===== src/rtl/ckeng_pkg.sv =====
package ckeng_pkg;
  localparam logic [15:0] CK_TARGET = 16'hBABA;

  typedef enum logic [1:0] {
    ST_IDLE = 2'd0,
    ST_REQ  = 2'd1,
    ST_WAIT = 2'd2,
    ST_WR   = 2'd3
  } ck_state_e;
endpackage


===== src/rtl/ckeng_acc.sv =====
module ckeng_acc #(
  parameter int WORD_W = 16
) (
  input  logic              clk,
  input  logic              rst_n,
  input  logic              clr,
  input  logic              add_en,
  input  logic [WORD_W-1:0] din,
  output logic [WORD_W-1:0] sum_nxt
);
  logic [WORD_W-1:0] sum_q;

  // running sum including the word on din, wraps modulo 2^WORD_W
  assign sum_nxt = sum_q + din;

  always_ff @(posedge clk or negedge rst_n) begin
    if (!rst_n)      sum_q <= '0;
    else if (clr)    sum_q <= '0;
    else if (add_en) sum_q <= sum_nxt;
  end
endmodule


===== src/rtl/ckeng_seq.sv =====
module ckeng_seq
  import ckeng_pkg::*;
#(
  parameter int WORD_W  = 16,
  parameter int ADDR_W  = 8,
  parameter int SUM_IDX = 63
) (
  input  logic              clk,
  input  logic              rst_n,
  input  logic              start,
  input  logic              mode_update,
  output logic              rd_req_valid,
  input  logic              rd_req_ready,
  output logic [ADDR_W-1:0] rd_req_addr,
  input  logic              rd_rsp_valid,
  input  logic              rd_rsp_err,
  input  logic [WORD_W-1:0] sum_nxt,
  output logic              acc_clr,
  output logic              acc_en,
  output logic              wr_valid,
  input  logic              wr_ready,
  output logic [WORD_W-1:0] wr_data,
  output logic              done,
  output logic              pass,
  output logic              err
);
  localparam logic [ADDR_W-1:0] LAST_VAL = ADDR_W'(SUM_IDX);
  localparam logic [ADDR_W-1:0] LAST_UPD = ADDR_W'(SUM_IDX - 1);
  localparam logic [WORD_W-1:0] TARGET   = WORD_W'(CK_TARGET);

  ck_state_e         state;
  logic [ADDR_W-1:0] idx;
  logic              mode_q;
  logic [WORD_W-1:0] wdata_q;
  logic              done_q, pass_q, err_q;
  logic [ADDR_W-1:0] last_idx;

  assign last_idx     = mode_q ? LAST_UPD : LAST_VAL;
  assign rd_req_valid = (state == ST_REQ);
  assign rd_req_addr  = idx;
  assign wr_valid     = (state == ST_WR);
  assign wr_data      = wdata_q;
  assign done         = done_q;
  assign pass         = pass_q;
  assign err          = err_q;
  assign acc_clr      = (state == ST_IDLE) && start;
  assign acc_en       = (state == ST_WAIT) && rd_rsp_valid && !rd_rsp_err;

  always_ff @(posedge clk or negedge rst_n) begin
    if (!rst_n) begin
      state   <= ST_IDLE;
      idx     <= '0;
      mode_q  <= 1'b0;
      wdata_q <= '0;
      done_q  <= 1'b0;
      pass_q  <= 1'b0;
      err_q   <= 1'b0;
    end else begin
      done_q <= 1'b0;
      unique case (state)
        ST_IDLE: if (start) begin
          mode_q <= mode_update;
          idx    <= '0;
          pass_q <= 1'b0;
          err_q  <= 1'b0;
          state  <= ST_REQ;
        end
        ST_REQ: if (rd_req_ready) state <= ST_WAIT;
        ST_WAIT: if (rd_rsp_valid) begin
          if (rd_rsp_err) begin
            err_q  <= 1'b1;
            done_q <= 1'b1;
            state  <= ST_IDLE;
          end else if (idx == last_idx) begin
            if (mode_q) begin
              wdata_q <= TARGET - sum_nxt;
              state   <= ST_WR;
            end else begin
              pass_q <= (sum_nxt == TARGET);
              done_q <= 1'b1;
              state  <= ST_IDLE;
            end
          end else begin
            idx   <= idx + 1'b1;
            state <= ST_REQ;
          end
        end
        ST_WR: if (wr_ready) begin
          pass_q <= 1'b1;
          done_q <= 1'b1;
          state  <= ST_IDLE;
        end
        default: state <= ST_IDLE;
      endcase
    end
  end


  rd_single_chk: assert property (@(posedge clk) disable iff (!rst_n)
    rd_req_valid && rd_req_ready |=> !rd_req_valid);

  rd_hold_chk: assert property (@(posedge clk) disable iff (!rst_n)
    rd_req_valid && !rd_req_ready |=> rd_req_valid && $stable(rd_req_addr));

  wr_hold_chk: assert property (@(posedge clk) disable iff (!rst_n)
    wr_valid && !wr_ready |=> wr_valid && $stable(wr_data));

  done_pulse_chk: assert property (@(posedge clk) disable iff (!rst_n)
    done |=> !done);

  err_no_write_chk: assert property (@(posedge clk) disable iff (!rst_n)
    err |-> !wr_valid && !rd_req_valid);
endmodule


===== src/rtl/eeprom_sum_engine.sv =====
module eeprom_sum_engine #(
  parameter int WORD_W  = 16,
  parameter int ADDR_W  = 8,
  parameter int SUM_IDX = 63
) (
  input  logic              clk,
  input  logic              rst_n,
  input  logic              start,
  input  logic              mode_update,
  output logic              rd_req_valid,
  input  logic              rd_req_ready,
  output logic [ADDR_W-1:0] rd_req_addr,
  input  logic              rd_rsp_valid,
  input  logic [WORD_W-1:0] rd_rsp_data,
  input  logic              rd_rsp_err,
  output logic              wr_valid,
  input  logic              wr_ready,
  output logic [ADDR_W-1:0] wr_addr,
  output logic [WORD_W-1:0] wr_data,
  output logic              done,
  output logic              pass,
  output logic              err
);
  logic              acc_clr, acc_en;
  logic [WORD_W-1:0] sum_nxt;

  assign wr_addr = ADDR_W'(SUM_IDX);

  ckeng_acc #(.WORD_W(WORD_W)) u_acc (
    .clk     (clk),
    .rst_n   (rst_n),
    .clr     (acc_clr),
    .add_en  (acc_en),
    .din     (rd_rsp_data),
    .sum_nxt (sum_nxt)
  );

  ckeng_seq #(.WORD_W(WORD_W), .ADDR_W(ADDR_W), .SUM_IDX(SUM_IDX)) u_seq (
    .clk          (clk),
    .rst_n        (rst_n),
    .start        (start),
    .mode_update  (mode_update),
    .rd_req_valid (rd_req_valid),
    .rd_req_ready (rd_req_ready),
    .rd_req_addr  (rd_req_addr),
    .rd_rsp_valid (rd_rsp_valid),
    .rd_rsp_err   (rd_rsp_err),
    .sum_nxt      (sum_nxt),
    .acc_clr      (acc_clr),
    .acc_en       (acc_en),
    .wr_valid     (wr_valid),
    .wr_ready     (wr_ready),
    .wr_data      (wr_data),
    .done         (done),
    .pass         (pass),
    .err          (err)
  );


  pass_err_excl_chk: assert property (@(posedge clk) disable iff (!rst_n)
    !(pass && err));

  result_hold_chk: assert property (@(posedge clk) disable iff (!rst_n)
    !($stable(pass) && $stable(err)) |-> done || $past(start));
endmodule


===== config.mk =====
export PLATFORM = sky130hd
export DESIGN_NAME = eeprom_sum_engine
export DESIGN_NICKNAME = d
export VERILOG_FILES = /design/src/rtl/ckeng_pkg.sv /design/src/rtl/ckeng_acc.sv /design/src/rtl/ckeng_seq.sv /design/src/rtl/eeprom_sum_engine.sv
export SDC_FILE = /design/constraint.sdc
export NUM_CORES = 1
export LEC_CHECK = 0
export BUFFER_PORTS_ARGS = -buffer_cell sky130_fd_sc_hd__buf_4
export CORE_MARGIN = 10
export CORE_UTILIZATION = 56
export CTS_BUF_LIST = sky130_fd_sc_hd__clkbuf_8
export DETAILED_ROUTE_END_ITERATION = 6
export PLACE_DENSITY = 0.88
export SYNTH_ARGS = -nofsm -noshare
export SYNTH_HDL_FRONTEND = slang
export SYNTH_SLANG_ARGS = --single-unit

===== constraint.sdc =====
create_clock -name clk -period 4.25 [get_ports clk]
set_input_delay 0.6375 -clock clk [delete_from_list [all_inputs] [get_ports clk]]
set_output_delay 0.6375 -clock clk [all_outputs]
set_load 0.05 [all_outputs]

==> metrics.cfg <==
[routing]
dr.pass1.iters=5
routed_wl_mm=8.79
avgViaCountPerCell=6.13
wl_met3_um=756
drtIter0Drc=240
wl_met2_mm=4.19
wire_per_inst_um=17.9
drc_errors=0
ant_nets=0
vias=3003
drt-met1-wl_mm=3.65
routed.top_layer=met4

[power]
ir_drop_mv=0.405
total_power_w=0.00289
p_per_area_nw_per_um2=758
p_leak_nw=1.79

[floorplanning]
core_um2=5570
die_h_um=96.4
top_level_ports=61
initial_core_util_pct=58.6
fp.dieW_um=96.4
dieArea_um2=9290
rows=27

[timing]
setup_violations=0
finalSetupTns_ps=0
period_minus_slack_ps=3730
finalCritPeriodShare_pct=87.7
finalClockSkew_ps=15.6
rsz0062_at_grt=no
worstMarginPinSlew_ps=951
hold_viol_final=0
slew_violations=0
slew_headroom_pct=36.5
max_freq_mhz=268

[cts]
cts_sinks=46
htreeDepth=2
cts_tree=yes
cts-root-buf=clkbuf_8
path_clk_slew_ps=100
post-cts-setup-buffers=0
ctsLongestPathBuffers=2
clock_latency_ps=310
cts_resized=0
cts_hold_buf=0
cts_made_buffers=5

[global_routing]
grt_usage_pct=19.3
first_global_vias=2975
antenna_found_initial=0
grt_overflow_total=0
grt_pass1_wl_mm=14.5
grt_max_degree=47

[synthesis]
synth-seq-area-share_pct=35.2
ys_ff_latch=46
synth_area_leader_cell=dfrtp_1
ys.flop_type=dfrtp_1
yosysUniqueCellTypes=69
synth_area_leaders=dfrtp_1, ha_1, o21ai_0
async_reset_ff_share_pct=100
netlist_area_um2=3270
post-synth-top-area-fraction_pct=35.2
synth-edff-count=0
syn_inst=365
avgSynthCellArea_um2=8.95
ys_warn_count=0

[setup_path]
end_kind=flip-flop
r2r_cells=10
rr_endpoint=u_seq.pass
worst-setup-path-type=in -> reg
cp_slowest_cell=or4b_1
cp.buffers_inverters=1
crit_path_max_incr_delay_ps=500
crit_path_start_kind=primary input
r2r_slack_ps=550
crit_chain=buf_4, ha_1, fa_1, a21oi_2, nor2_1, or4_4, and2_4, or4b_1, or4_1, or4_1, a311oi_1
cpMostUsedCell=or4_1
cp.arrival_ps=3940
required_ps=4460
rr_startpoint=u_acc.sum_q[0]
critPathTopFamily=simple AND/OR/NAND/NOR gates
path_max_fanout=5

[final_layout]
drive_above_1_share_pct=19.4
antenna_cells=0
seqCellArea_um2=1150
fin_nets=460
nFillCells=433
stdcell_count=490
multiInputGateArea_um2=1950
layout_commonest_cell=buf_4
final_cell_mix=buf_4, dfrtp_1, nand2_1
synthToLayoutAreaGrowth_pct=16.8

[hold_path]
min_path_type=in -> async

[placement]
routabilityCongestion=0.934
port_buffers=52
dp.cells=482
dp_hpwl_mm=6.38

[run]
cap_violations=0

[outcome]
status=complete, no violations

==> per-stage QoR <==
| step | hold slack, ps | worst slack (ps) | utilization, % | area [um^2] |
|---|---|---|---|---|
| after global routing | 376 | 227 | 68.4 | 3810 |
| after floorplan | 342 | 509 | - | 3290 |
| after detailed placement | 472 | 211 | 65.9 | 3670 |
| final | 325 | 521 | 68.4 | 3810 |
| after CTS | 350 | 527 | 68.4 | 3810 |
| after global placement | 464 | 270 | 65.9 | 3670 |
==> cells in the mapped netlist (all sizes together), types with 9 or more instances <==
library cell and n:
dfrtp 46, nand2 41, o21ai 36, nor2 25
ha 18, a21oi 17, xnor2 14, xor2 14
inv 12, nor3 12, a22o 10, nand3 10
buf 9, clkbuf 9
==> flip-flops by register name, indices dropped and copies added (netlist names) <==
register,flops
u_seq.pass,1
u_seq.err,1
u_seq.mode_q,1
u_seq.wr_data,16
u_acc.sum_q,16
u_seq.state,2
u_seq.rd_req_addr,8
u_seq.done,1
==> routing by layer <==
metal	GRT usage, %	up-vias
met1	24.9	1413
met4	7.02	0
li1	-	1421
met5	0	-
met2	31.4	154
met3	3.97	15
==> worst reg2reg max path: cells and delay by family, from the launching register on <==
kind	cells	cell delay, ps
simple gates	6	2090
flops	1	410
fa+ha+maj	2	700
compound gates	2	410
==> cells by family after synthesis <==
family / synth area share [%]
buf+inv: 5.71
mux: 1.30
xor+xnor: 8.08
other cells: 0.230
simple gates: 20.3
flops: 35.2
fa+ha+maj: 7.51
compound gates: 21.6
==> worst max path at each step <==
stage | startpoint | cells after the start | endpoint | slack (ps)
final | rd_rsp_data[0] | 11 | u_seq.pass | 520
after global routing | rd_rsp_data[0] | 10 | u_seq.pass | 230
after floorplan | rd_rsp_data[0] | 10 | u_seq.pass | 510
after global placement | rd_rsp_data[0] | 11 | u_seq.pass | 270
after CTS | rd_rsp_data[0] | 11 | u_seq.pass | 530
after detailed placement | rd_rsp_data[0] | 11 | u_seq.pass | 210
==> area by class of cell <==
type	count	share of cell area, %
clock buffers	6	2.16
flip-flops and latches	46	30.2
clock inverters	2	1.57
well taps	72	2.36
multi-input cells	294	51.1
repair buffers	58	11.4
inverters	12	1.18
==> power by group <==
part	total (W)	switching, W	internal, W	leakage [nW]
logic	0.00184	0.00111	0.000728	1.09
registers	0.000647	0.000108	0.000539	0.627
clock network	0.000407	0.000156	0.000251	0.0714
total	0.00289	0.00138	0.00152	1.79
(Power assumes the default switching activity.)
